File: config.mk
export PLATFORM = sky130hd
export DESIGN_NAME = refresh_addr_gen
export DESIGN_NICKNAME = d
export VERILOG_FILES = /design/src/rtl/rag_pkg.sv /design/src/rtl/rag_chr_div.sv /design/src/rtl/rag_addr_shift.sv /design/src/rtl/rag_row_ctrl.sv /design/src/rtl/refresh_addr_gen.sv
export SDC_FILE = /design/constraint.sdc
export NUM_CORES = 1
export LEC_CHECK = 0
export ABC_AREA = 1
export BUFFER_PORTS_ARGS = -buffer_cell sky130_fd_sc_hd__buf_2
export CAP_MARGIN = 20
export CORE_ASPECT_RATIO = 0.6
export CORE_MARGIN = 5
export CORE_UTILIZATION = 45
export DETAILED_ROUTE_END_ITERATION = 16
export GPL_ROUTABILITY_DRIVEN = 0
export HOLD_SLACK_MARGIN = 0.12
export PLACE_DENSITY = 0.66
export SYNTH_ARGS = -nofsm -noshare
export SYNTH_HDL_FRONTEND = slang
export SYNTH_SLANG_ARGS = --single-unit
File: constraint.sdc
create_clock -name clk -period 3.8 [get_ports clk]
set_input_delay 0.19 -clock clk [delete_from_list [all_inputs] [get_ports clk]]
set_output_delay 0.19 -clock clk [all_outputs]
set_load 0.02 [all_outputs]
File: src/rtl/rag_pkg.sv
package rag_pkg;
    typedef enum logic [1:0] {
        RS_WAIT  = 2'd0,
        RS_FETCH = 2'd1,
        RS_BLANK = 2'd2
    } rag_state_e;
endpackage

File: src/rtl/rag_chr_div.sv
module rag_chr_div #(
    parameter int DIV_W = 4
) (
    input  logic clk,
    input  logic rst_n,
    input  logic dot_ce,
    input  logic dot9,
    output logic chr_tick
);
    logic [DIV_W-1:0] cnt_q;
    logic [DIV_W-1:0] last;

    assign last     = dot9 ? DIV_W'(8) : DIV_W'(7);
    assign chr_tick = dot_ce && (cnt_q >= last);

    always_ff @(posedge clk) begin
        if (!rst_n)      cnt_q <= '0;
        else if (dot_ce) cnt_q <= (cnt_q >= last) ? '0 : cnt_q + 1'b1;
    end

    assert_cnt_bound_R7: assert property (@(posedge clk) disable iff (!rst_n)
        cnt_q <= DIV_W'(8));
    assert_tick_on_dot_R7: assert property (@(posedge clk) disable iff (!rst_n)
        chr_tick |-> dot_ce);
endmodule

File: src/rtl/rag_addr_shift.sv
module rag_addr_shift #(
    parameter int ADDR_W = 16
) (
    input  logic [ADDR_W-1:0] ptr,
    input  logic [1:0]        mode,
    output logic [ADDR_W-1:0] addr
);
    always_comb begin
        unique case (mode)
            2'd0:    addr = ptr;
            2'd1:    addr = {ptr[ADDR_W-2:0], 1'b0};
            default: addr = {ptr[ADDR_W-3:0], 2'b00};
        endcase
    end
endmodule

File: src/rtl/rag_row_ctrl.sv
module rag_row_ctrl
    import rag_pkg::*;
#(
    parameter int ADDR_W = 16,
    parameter int COL_W  = 8,
    parameter int SUB_W  = 5,
    parameter int LINE_W = 10
) (
    input  logic              clk,
    input  logic              rst_n,
    input  logic              chr_tick,
    input  logic              eol,
    input  logic              eof,
    input  logic [ADDR_W-1:0] start_addr,
    input  logic [ADDR_W-1:0] pitch,
    input  logic [COL_W-1:0]  width,
    input  logic [SUB_W-1:0]  rep_m1,
    input  logic [LINE_W-1:0] split_line,
    output logic [ADDR_W-1:0] ptr,
    output logic [SUB_W-1:0]  sub_row,
    output logic              fetch_active
);
    rag_state_e        state_q, state_d;
    logic [ADDR_W-1:0] ptr_q, ptr_d, base_q, base_d;
    logic [COL_W-1:0]  col_q, col_d;
    logic [SUB_W-1:0]  sub_q, sub_d;
    logic [LINE_W-1:0] line_q, line_d, split_q, split_d;
    rag_state_e        line_start_st;

    assign line_start_st = (width == '0) ? RS_BLANK : RS_FETCH;

    always_comb begin
        state_d = state_q;
        ptr_d   = ptr_q;
        base_d  = base_q;
        col_d   = col_q;
        sub_d   = sub_q;
        line_d  = line_q;
        split_d = split_q;
        unique case (state_q)
            RS_WAIT:  ;
            RS_FETCH: begin
                if (chr_tick) begin
                    ptr_d = ptr_q + 1'b1;
                    col_d = col_q + 1'b1;
                    if (COL_W'(col_q + 1'b1) == width) state_d = RS_BLANK;
                end
            end
            RS_BLANK: ;
            default:  state_d = RS_WAIT;
        endcase
        if (eol && state_q != RS_WAIT) begin
            line_d = line_q + 1'b1;
            col_d  = '0;
            if (split_q != '0 && line_d == split_q) begin
                base_d = '0;
                sub_d  = '0;
            end else if (sub_q >= rep_m1) begin
                sub_d  = '0;
                base_d = base_q + pitch;
            end else begin
                sub_d  = sub_q + 1'b1;
            end
            ptr_d   = base_d;
            state_d = line_start_st;
        end
        if (eof) begin
            state_d = line_start_st;
            ptr_d   = start_addr;
            base_d  = start_addr;
            col_d   = '0;
            sub_d   = '0;
            line_d  = '0;
            split_d = split_line;
        end
    end

    always_ff @(posedge clk) begin
        if (!rst_n) begin
            state_q <= RS_WAIT;
            ptr_q   <= '0;
            base_q  <= '0;
            col_q   <= '0;
            sub_q   <= '0;
            line_q  <= '0;
            split_q <= '0;
        end else begin
            state_q <= state_d;
            ptr_q   <= ptr_d;
            base_q  <= base_d;
            col_q   <= col_d;
            sub_q   <= sub_d;
            line_q  <= line_d;
            split_q <= split_d;
        end
    end

    assign ptr          = ptr_q;
    assign sub_row      = sub_q;
    assign fetch_active = (state_q == RS_FETCH);

    assert_wait_idle_R1: assert property (@(posedge clk) disable iff (!rst_n)
        (state_q == RS_WAIT) |-> (ptr_q == '0 && sub_q == '0));
    assert_frame_load_R2: assert property (@(posedge clk) disable iff (!rst_n)
        eof |=> (ptr_q == $past(start_addr) && sub_q == '0 && state_q != RS_WAIT));
    assert_step_one_R3: assert property (@(posedge clk) disable iff (!rst_n)
        (state_q == RS_FETCH && chr_tick && !eol && !eof) |=> ptr_q == $past(ptr_q) + 1'b1);
    assert_hold_blank_R3: assert property (@(posedge clk) disable iff (!rst_n)
        (state_q == RS_BLANK && !eol && !eof) |=> $stable(ptr_q));
    assert_split_zero_R5: assert property (@(posedge clk) disable iff (!rst_n)
        (eol && !eof && state_q != RS_WAIT && split_q != '0 &&
         LINE_W'(line_q + 1'b1) == split_q) |=> (ptr_q == '0 && sub_q == '0));
    assert_zero_width_R9: assert property (@(posedge clk) disable iff (!rst_n)
        ((eol || eof) && width == '0) |=> !fetch_active);
endmodule

File: src/rtl/refresh_addr_gen.sv
module refresh_addr_gen #(
    parameter int ADDR_W = 16,
    parameter int COL_W  = 8,
    parameter int SUB_W  = 5,
    parameter int LINE_W = 10
) (
    input  logic              clk,
    input  logic              rst_n,
    input  logic              dot_ce,
    input  logic              cfg_dot9,
    input  logic              eol,
    input  logic              eof,
    input  logic [ADDR_W-1:0] cfg_start,
    input  logic [ADDR_W-1:0] cfg_pitch,
    input  logic [COL_W-1:0]  cfg_width,
    input  logic [SUB_W-1:0]  cfg_rep_m1,
    input  logic [LINE_W-1:0] cfg_split,
    input  logic [1:0]        cfg_shift,
    output logic              chr_tick,
    output logic [ADDR_W-1:0] fetch_addr,
    output logic              fetch_active,
    output logic [SUB_W-1:0]  row_line
);
    localparam int DIV_W = 4;
    logic [ADDR_W-1:0] ptr;

    rag_chr_div #(.DIV_W(DIV_W)) div_i (
        .clk(clk), .rst_n(rst_n), .dot_ce(dot_ce), .dot9(cfg_dot9), .chr_tick(chr_tick)
    );

    rag_row_ctrl #(.ADDR_W(ADDR_W), .COL_W(COL_W), .SUB_W(SUB_W), .LINE_W(LINE_W)) row_i (
        .clk(clk), .rst_n(rst_n), .chr_tick(chr_tick), .eol(eol), .eof(eof),
        .start_addr(cfg_start), .pitch(cfg_pitch), .width(cfg_width),
        .rep_m1(cfg_rep_m1), .split_line(cfg_split),
        .ptr(ptr), .sub_row(row_line), .fetch_active(fetch_active)
    );

    rag_addr_shift #(.ADDR_W(ADDR_W)) shf_i (
        .ptr(ptr), .mode(cfg_shift), .addr(fetch_addr)
    );
endmodule

==> results of run 1 <==
-- worst min-delay path by stage --
stage	from	end	depth (start not counted)
finish	cfg_split[7]	row_i.split_q[7]	3
CTS	cfg_split[7]	row_i.split_q[7]	3
detailed placement	cfg_split[5]	row_i.split_q[5]	3
global route	cfg_split[2]	row_i.split_q[2]	3
floorplan	dot_ce	div_i.cnt_q[1]	1
global placement	cfg_split[5]	row_i.split_q[5]	3
-- per-layer routing --
| layer | track usage | vias to the layer above | part of all wire |
|---|---|---|---|
| met5 | 0 | - | 0 |
| met4 | 0.0400 | 0 | 0.0068 |
| met3 | 0.0463 | 14 | 0.096 |
| met2 | 0.281 | 242 | 0.35 |
| met1 | 0.375 | 2588 | 0.55 |
| li1 | - | 3003 | - |
-- kinds of logic (layout without fill, tap and decap cells) --
group | count (synthesis) | count (layout)
adders and majority gates | 30 | 30
AOI/OAI and AO/OA | 184 | 184
xor gates and xnor gates | 16 | 16
and+or+nand+nor | 413 | 413
DFF | 71 | 71
buffers and inverters | 153 | 234
-- final cells by class --
cell class	count	area (um2)	share of cell area
Inverter	129	484	0.0750
Tap cell	165	206	0.0320
Clock buffer	9	225	0.0349
Timing Repair Buffer	90	468	0.0725
Multi-Input combinational cell	643	3520	0.545
Sequential cell	71	1420	0.220
Clock inverter	6	134	0.0207
-- state kept, by name, indices dropped and copies added, names as in the netlist --
| register | count |
|---|---|
| row_i.split_q | 10 |
| div_i.cnt_q | 4 |
| row_i.state_q | 2 |
| row_i.sub_row | 5 |
| row_i.col_q | 8 |
| row_i.base_q | 16 |
| row_i.line_q | 10 |
| row_i.ptr | 16 |
-- synth_stat cells (2+ instances only) --
cell type / number
nand2_1: 207
inv_1: 124
nor2_1: 78
o21ai_0: 73
dfxtp_1: 71
nand3_1: 57
a21oi_1: 46
ha_1: 29
a21oi_2: 20
clkbuf_1: 19
nand4_1: 17
o221ai_1: 14
nand2_2: 11
nand2_4: 11
nor3_1: 10
o22ai_1: 10
nor2_2: 9
xor2_1: 9
xnor2_1: 7
buf_2: 4
nand3b_1: 4
a31oi_1: 3
clkinv_1: 3
o21a_1: 3
o21bai_1: 3
o31ai_1: 3
or2_2: 3
inv_2: 2
nand3_2: 2
nor2_4: 2
o21ai_1: 2
-- through the flow --
step,power (mW),cell area [um2],hold WS (ns)
finish,2.39,6460,0.143
global route,2.51,6460,0.160
global placement,1.36,6080,0.414
floorplan,1.21,5540,0.286
detailed placement,1.36,6080,0.421
CTS,2.39,6460,0.144
-- critical path, stage by stage (launching register included) --
cell      delay [ns]
dfxtp_1         0.34
ha_1            0.30
inv_1           0.04
o21bai_1        0.12
nand3_1         0.08
nand3_1         0.07
nand2_1         0.20
nor2_2          0.42
inv_1           0.30
nand2_2         0.31
inv_1           0.17
nor2_1          0.16
a21oi_2         0.06
-- power breakdown --
group,leakage (nW),switching (mW),internal [mW]
combinational,2.33,0.338,0.183
clock,0.175,0.328,0.704
sequential,0.582,0.0521,0.789
==> impl_metrics.toml, run 1 <==
[floorplan]
core_um2 = 12100
ios = 86
die_area_um2 = 14700
die_w_um = 153
fp.dieH_um = 95.9
row_count = 31
initial_utilization = 0.459

[job]
maxCapViolations = 0

[placed_design]
place_worst_setup_slack_ns = 1.15
port_buffers = 85
dp.cells = 1096
dpl.hpwl_um = 12900

[hold_path]
worstHoldPathType = "primary input to flop"

[detailed_routing]
vias = 5847
antenna_left = 0
routed_wl_um = 16500
drtIter0Drc = 598
drc = 0
first_pass_iters = 5
viasPerCell = 5.25
wire_per_inst_um = 14.9

[synth]
syn_nets = 960
ys_seq_area_frac = 0.257
synth_top_family_by_area = "simple AND/OR/NAND/NOR gates"
syn_area_per_cell_um2 = 6.38
ys_warn_count = 0
synthMuxAreaShare = 0
post-synth-top-area-fraction = 0.257
synth_compound_area_frac = 0.201
synth-adder-area-share = 0.0692
postSynthCellCount = 867
ys_seq_elements = 71
synth_edf_count = 0
synth_top_flop_cell = "dfxtp_1"
yosys.area.top_type = "dfxtp_1"
synthSimpleGateAreaFrac = 0.340
syn_area_um2 = 5540
yosys-top-cells-area = "dfxtp_1 26%, nand2_1 14%, inv_1 8.4%, o21ai_0 6.6%, ha_1 6.6%"
synth_xor_xnor_area_share = 0.0253
ys_async_sr_fraction = 0
synthDistinctLibCells = 42

[timing]
max_freq_mhz = 373
skew_ns = 0.00641
setup_viol = 0
finalCritPeriodShare = 0.705
hold_viol = 0
worst_slack_ns = 1.12
rsz0062_at_grt = "no"
max_slew_margin = 0.521
setup-tns-final_ns = 0
final.min_clock_period_ns = 2.68
maxSlewViolCount = 0
tightest_slew_ns = 0.709

[critical_path]
cp-end-kind = "flop"
crit_type = "flop to flop"
worstPathMaxFanout = 18
r2r_end = "row_i.ptr[7]"
cp-startpoint = "div_i.cnt_q[1]"
arrival_ns = 2.90
cp-start-kind = "flop"
worstSetupEndpoint = "row_i.ptr[7]"
rrSetupSlack_ns = 1.12
rr_worst_depth = 12
required_ns = 4.02
reg2reg_from = "div_i.cnt_q[1]"

[clock_network]
root_buffer = "clkbuf_16"
cts.sinks = 71
insertion_delay_ns = 0.33
cts_max_path_buffers = 2
cts-resized-gates = 0
ctsHoldBuffers = 2
cts_tree = "done"
cts_buffers = 9
clk_transition_reported_paths_ns = 0.06
post_cts_buffers = 0
htreeDepth = 3

[cells_and_area]
syn_to_final_growth_pct = 16.7
fin_util = 0.535
final_common_cell = "nand2_1"
layout_common_cells = "207 x nand2_1, 124 x inv_1, 85 x buf_2, 78 x nor2_1, 73 x o21ai_0"
fin_nets = 1037
layout-drive-gt1-share = 0.175
layout.cells.non_filler = 1113
antenna_cells = 0
fill_cells = 1259

[global_route]
grt_pass1_vias = 5009
antenna_found_initial = 0
grt_pass1_wl_um = 26400
overflow = 0
grt_max_degree = 31
grt_use_total = 0.224

[run_status]
status = "complete, no violations"

[power]
peakVddDrop_mv = 0.221
p_per_area_nw_per_um2 = 371
power.leakage_nw = 3.09
Power figures use the tool's default switching activity.
==> inputs of run 2 (changes only) <==
Settings changed: ABC_AREA 1 to 0, PLACE_DENSITY 0.66 to 0.69.
Clock period 3.8 ns to 2.3 ns, I/O delays scaled along.
==> impl_metrics.toml, run 2 <==
[detailed_routing]
wl_met3_um = 1330
drc = 0
viasPerCell = 5.74
antenna_left = 0
highest_layer = "met4"
routed_wl_um = 17000
wire_per_inst_um = 17.2
first_pass_iters = 7
drtIter0Drc = 479
met2_length_um = 7660
met1_length_um = 7720
vias = 5681

[timing]
tightest_slew_ns = 1.03
skew_ns = 0.00643
max_freq_mhz = 375
setup_viol = 35
finalCritPeriodShare = 1.16
max_slew_margin = 0.311
worst_slack_ns = -0.370
rsz0062_at_grt = "yes"
hold_viol = 0
maxSlewViolCount = 0
final.min_clock_period_ns = 2.67

[cells_and_area]
multi_input_area_um2 = 4090
final_common_cell = "buf_2"
finalInstanceArea_um2 = 7500
fin_nets = 917
layout_common_cells = "85 x buf_2, 81 x buf_4, 65 x nand2_1, 58 x dfxtp_1, 50 x nor2_1"
regArea_um2 = 1450
layout.cells.non_filler = 990
layout-drive-gt1-share = 0.370
syn_to_final_growth_pct = 44.6
fill_cells = 857

[run_status]
status = "finished with violations"
violations = "setup timing"

[power]
power.leakage_nw = 3.21
peakVddDrop_mv = 0.515
power_switching_mw = 1.09
internal_power_mw = 2.69
clkPwrFrac = 0.394
switching_share = 0.287
power_mw = 3.78
p_per_area_nw_per_um2 = 503
seqPwrFrac = 0.356
comb_power_share = 0.250

[synth]
ys_warn_count = 0
synth_edf_count = 0
yosys.area.top_type = "dfxtp_1"
yosysMostFrequentCell = "dfxtp_1"
syn_nets = 740
synth_top_flop_cell = "dfxtp_1"
syn_area_um2 = 5190
synthDistinctLibCells = 78
ys_seq_elements = 71
netlist_top_cells_count = "71 x dfxtp_1, 68 x nand2_1, 53 x nor2_1"
syn_area_per_cell_um2 = 8.02
postSynthCellCount = 647
post-synth-top-area-fraction = 0.274
yosys-top-cells-area = "dfxtp_1 27%, mux2i_1 7.7%, ha_1 7.0%, o21ai_0 5.0%, nand2_1 4.9%"
ys_async_sr_fraction = 0
ys_seq_area_frac = 0.274

[job]
maxCapViolations = 0

[floorplan]
ios = 86
fp.dieH_um = 93.2
initial_utilization = 0.459
die_area_um2 = 13800
die_w_um = 149
row_count = 30
core_um2 = 11300

[placed_design]
dp.cells = 938
placed_area_um2 = 6360
place_worst_setup_slack_ns = -0.363
dpl.hpwl_um = 11900
port_buffers = 85

[critical_path]
worstPathMaxFanout = 3
cp-end-kind = "flop"
cp-start-kind = "flop"
required_ns = 2.52
rrSetupSlack_ns = -0.37
arrival_ns = 2.89
crit_type = "flop to flop"

[hold_path]
worstHoldPathType = "primary input to flop"

[clock_network]
cts.sinks = 71
cts_tree = "done"
cts_buffers = 9
root_buffer = "clkbuf_16"
clk_transition_reported_paths_ns = 0.06
cts_max_path_buffers = 2
insertion_delay_ns = 0.33
htreeDepth = 3

[global_route]
grt_pass1_vias = 5341
grt_use_total = 0.232
overflow = 0
grt_pass1_wl_um = 26100
antenna_found_initial = 0
grt_max_degree = 31
## run 2: cell types whose count changed after synthesis, sizes merged, moves of 13 or more
cell,previous run,this run
inv,126,18
a21oi,66,45
o221ai,14,1
nor2,89,53
mux2i,0,40
nand3,59,22
xnor2,7,29
nand2,229,71
o21ai,76,54
## run 2: logic make-up (layout without fill, tap and decap cells)
group           count (synthesis)  in the layout  synth area share
compound gates                182            183             0.229
xor+xnor                       47             47            0.0793
fa+ha+maj                      30             30            0.0738
buf+inv                        50            231            0.0494
flops                          71             71             0.274
mux                            42             42            0.0815
other cells                     0              1                 0
simple gates                  225            225             0.213
## run 2: repair_timing
item	4_1_cts	5_1_grt
endpoints found under the hold margin	16	0
buffers inserted	14	5
gates cloned	1	0
hold buffers	15	0
resized for setup	61	51
pin swaps	42	41
endpoints found under the setup margin	36	43
## run 2: power groups by stage
stage                     clock network, mW  logic [mW]  registers, mW
after detailed placement                  0       0.765           1.37
after floorplan                           0       0.499           1.35
final                                  1.49       0.944           1.34
after CTS                              1.50       0.868           1.34
after global routing                   1.56        1.02           1.35
after global placement                    0       0.742           1.36
## run 2: worst max-delay path, stage by stage, from the launching register on
cell and delay, ns:
dfxtp_2 0.35, ha_4 0.26, a21oi_1 0.07, nand4b_1 0.23, a21oi_2 0.23, buf_6 0.14, o2111ai_4 0.14, a21oi_2 0.17
mux2i_1 0.26, mux2i_2 0.35, nand2_1 0.10, o221a_1 0.24
## run 2: final cells by class
type | instances | area share
multi-input combinational | 527 | 0.544
sequential | 71 | 0.193
timing repair buffer | 197 | 0.184
clock buffer | 14 | 0.0380
tap | 160 | 0.0267
inverter | 18 | 0.00900
clock inverter | 2 | 0.00467
antenna | 1 | 0.000333
## run 2: final timing paths
path,from,endpoint,cells after the start
hold reg to reg,row_i.base_q[11],row_i.base_q[11],2
hold / removal,cfg_start[0],row_i.base_q[0],4
setup reg to reg,row_i.base_q[1],row_i.ptr[15],11
setup / recovery,row_i.base_q[1],row_i.ptr[15],11
## run 2: layer usage
layer  vias up  GRT usage
met4         0     0.0669
met3        31     0.0547
met2       242      0.363
met5         -          0
met1      2687      0.319
li1       2721          -
## run 2: through the flow
step                setup TNS, ns  utilization  hold slack, ns
CTS                         -4.15        0.638           0.126
floorplan                   -3.21            -           0.252
global placement            -5.75        0.563           0.353
global route                -8.66        0.664           0.147
detailed placement          -7.81        0.563           0.365
finish                      -6.26        0.664           0.143
==> inputs of run 3 (changes only) <==
Settings changed: ABC_AREA 0 to 1, PLACE_DENSITY 0.69 to 0.68.
==> impl_metrics.toml, run 3 (synthesis gave the netlist of run 1 again) <==
[timing]
whs_ns = 0.147
finalCritPeriodShare = 0.935
hold_viol = 0
skew_ns = 0.00657
setup_viol = 0
max_slew_margin = 0.532
maxSlewViolCount = 0
max_freq_mhz = 465
rsz0062_at_grt = "yes"
setup-tns-final_ns = 0
worst_slack_ns = 0.150
tightest_slew_ns = 0.702
final.min_clock_period_ns = 2.15

[cells_and_area]
syn_to_final_growth_pct = 21.2
layout_common_cells = "206 x nand2_1, 124 x inv_1, 85 x buf_2, 75 x nor2_1, 71 x o21ai_0"
final_common_cell = "nand2_1"
fin_util = 0.556
finalInstanceArea_um2 = 6710
layout.cells.non_filler = 1142
fill_cells = 1203
layout-drive-gt1-share = 0.201
fin_nets = 1065
antenna_cells = 0

[placed_design]
placed_area_um2 = 6210
port_buffers = 85
dpl.hpwl_um = 13200
place_worst_setup_slack_ns = 0.0938
dp.cells = 1114

[clock_network]
cts_buffers = 9
clk_transition_reported_paths_ns = 0.06
cts_max_path_buffers = 2
cts.sinks = 71
cts_tree = "done"
insertion_delay_ns = 0.33
htreeDepth = 3
root_buffer = "clkbuf_16"

[critical_path]
critical-path-max-stage-delay_ns = 0.39
crit_family = "simple AND/OR/NAND/NOR gates"
cp_common_cell = "nand2_2"
cp-start-kind = "flop"
cp-end-kind = "flop"
arrival_ns = 2.42
crit_type = "flop to flop"
crit_chain = "ha_1, nand2_2, nor2_4, nand2_2, nand2_2, nand3_1, nand2_1, nor2_2, nand4_4, nand2_4, nor2_4, buf_6, nand2_4, a21oi_2"
required_ns = 2.56
crit_slowest_cell = "dfxtp_1"
critPathBufInv = 1
worstPathMaxFanout = 7

[power]
power.leakage_nw = 3.22
p_per_area_nw_per_um2 = 588
comb_power_share = 0.234
switching_share = 0.313
seqPwrFrac = 0.352
internal_power_mw = 2.71
peakVddDrop_mv = 0.392
power_switching_mw = 1.24
power_mw = 3.94
clkPwrFrac = 0.415

[detailed_routing]
wire_per_inst_um = 15.0
antenna_left = 0
routed_wl_um = 17100
drc = 0
first_pass_iters = 5
drtIter0Drc = 579
viasPerCell = 5.24
vias = 5983

[floorplan]
die_w_um = 153
fp.dieH_um = 95.9
die_area_um2 = 14700
row_count = 31
initial_utilization = 0.459
ios = 86
core_um2 = 12100

[hold_path]
worstHoldPathType = "primary input to flop"

[global_route]
grt_use_met2 = 0.300
overflow = 0
grt_use_total = 0.231
grt_pass1_wl_um = 27200
busiest_layer = "met1"
grt_pass1_vias = 5300
grt_max_degree = 30
grt_use_met3 = 0.0521
gr-usage-met1 = 0.375
antenna_found_initial = 0

[job]
maxCapViolations = 0

[run_status]
status = "complete, no violations"
## run 3: changes by cell type in the layout (fill, tap and decap cells not counted), sizes merged, moves of 36 or more
cell   before  now
mux2i      40    0
nor2       53   89
nand3      22   59
nand2      71  229
inv        18  127
buf       182  108
## run 3: repair_timing
item / CTS / global route
resized for setup: 0 / 13
setup endpoints to repair: 0 / 19
endpoints found under the hold margin: 11 / 0
setup buffers: 0 / 2
hold buffers: 10 / 0
## run 3: worst register-to-register path, delay by kind of cell (launching register included)
family	cells	cell delay (ns)
simple gates	11	1.12
flops	1	0.39
compound gates	1	0.14
fa+ha+maj	1	0.21
buf+inv	1	0.22
## run 3: area by class of cell
class	instances	area [um2]	area share
flip-flops and latches	71	1420	0.212
repair buffers	118	702	0.105
multi-input cells	643	3540	0.529
clock buffers	9	225	0.0336
well taps	165	206	0.0308
clock inverters	7	120	0.0179
inverters	129	484	0.0722
## run 3: layer usage
| layer | up-vias | part of all wire |
|---|---|---|
| met2 | 239 | 0.36 |
| met3 | 19 | 0.089 |
| met4 | 0 | 0.0080 |
| met1 | 2653 | 0.54 |
| li1 | 3072 | - |
| met5 | - | 0 |
## run 3: path summary, 6_finish.rpt
| check | start | to | slack (ns) | cells after the start |
|---|---|---|---|---|
| worst max-delay path | row_i.line_q[0] | row_i.base_q[4] | 0.15 | 14 |
| worst min-delay path | cfg_start[1] | row_i.base_q[1] | 0.15 | 3 |
| worst max register to register | row_i.line_q[0] | row_i.base_q[4] | 0.15 | 14 |
| worst min register to register | row_i.col_q[7] | row_i.col_q[7] | 0.47 | 2 |
## run 3: power by group through the flow
stage | Clock, mW | Sequential [mW] | Combinational, mW
floorplan | 0 | 1.38 | 0.619
global placement | 0 | 1.41 | 0.878
detailed placement | 0 | 1.41 | 0.878
CTS | 1.65 | 1.38 | 0.899
global route | 1.71 | 1.40 | 1.03
finish | 1.64 | 1.39 | 0.921
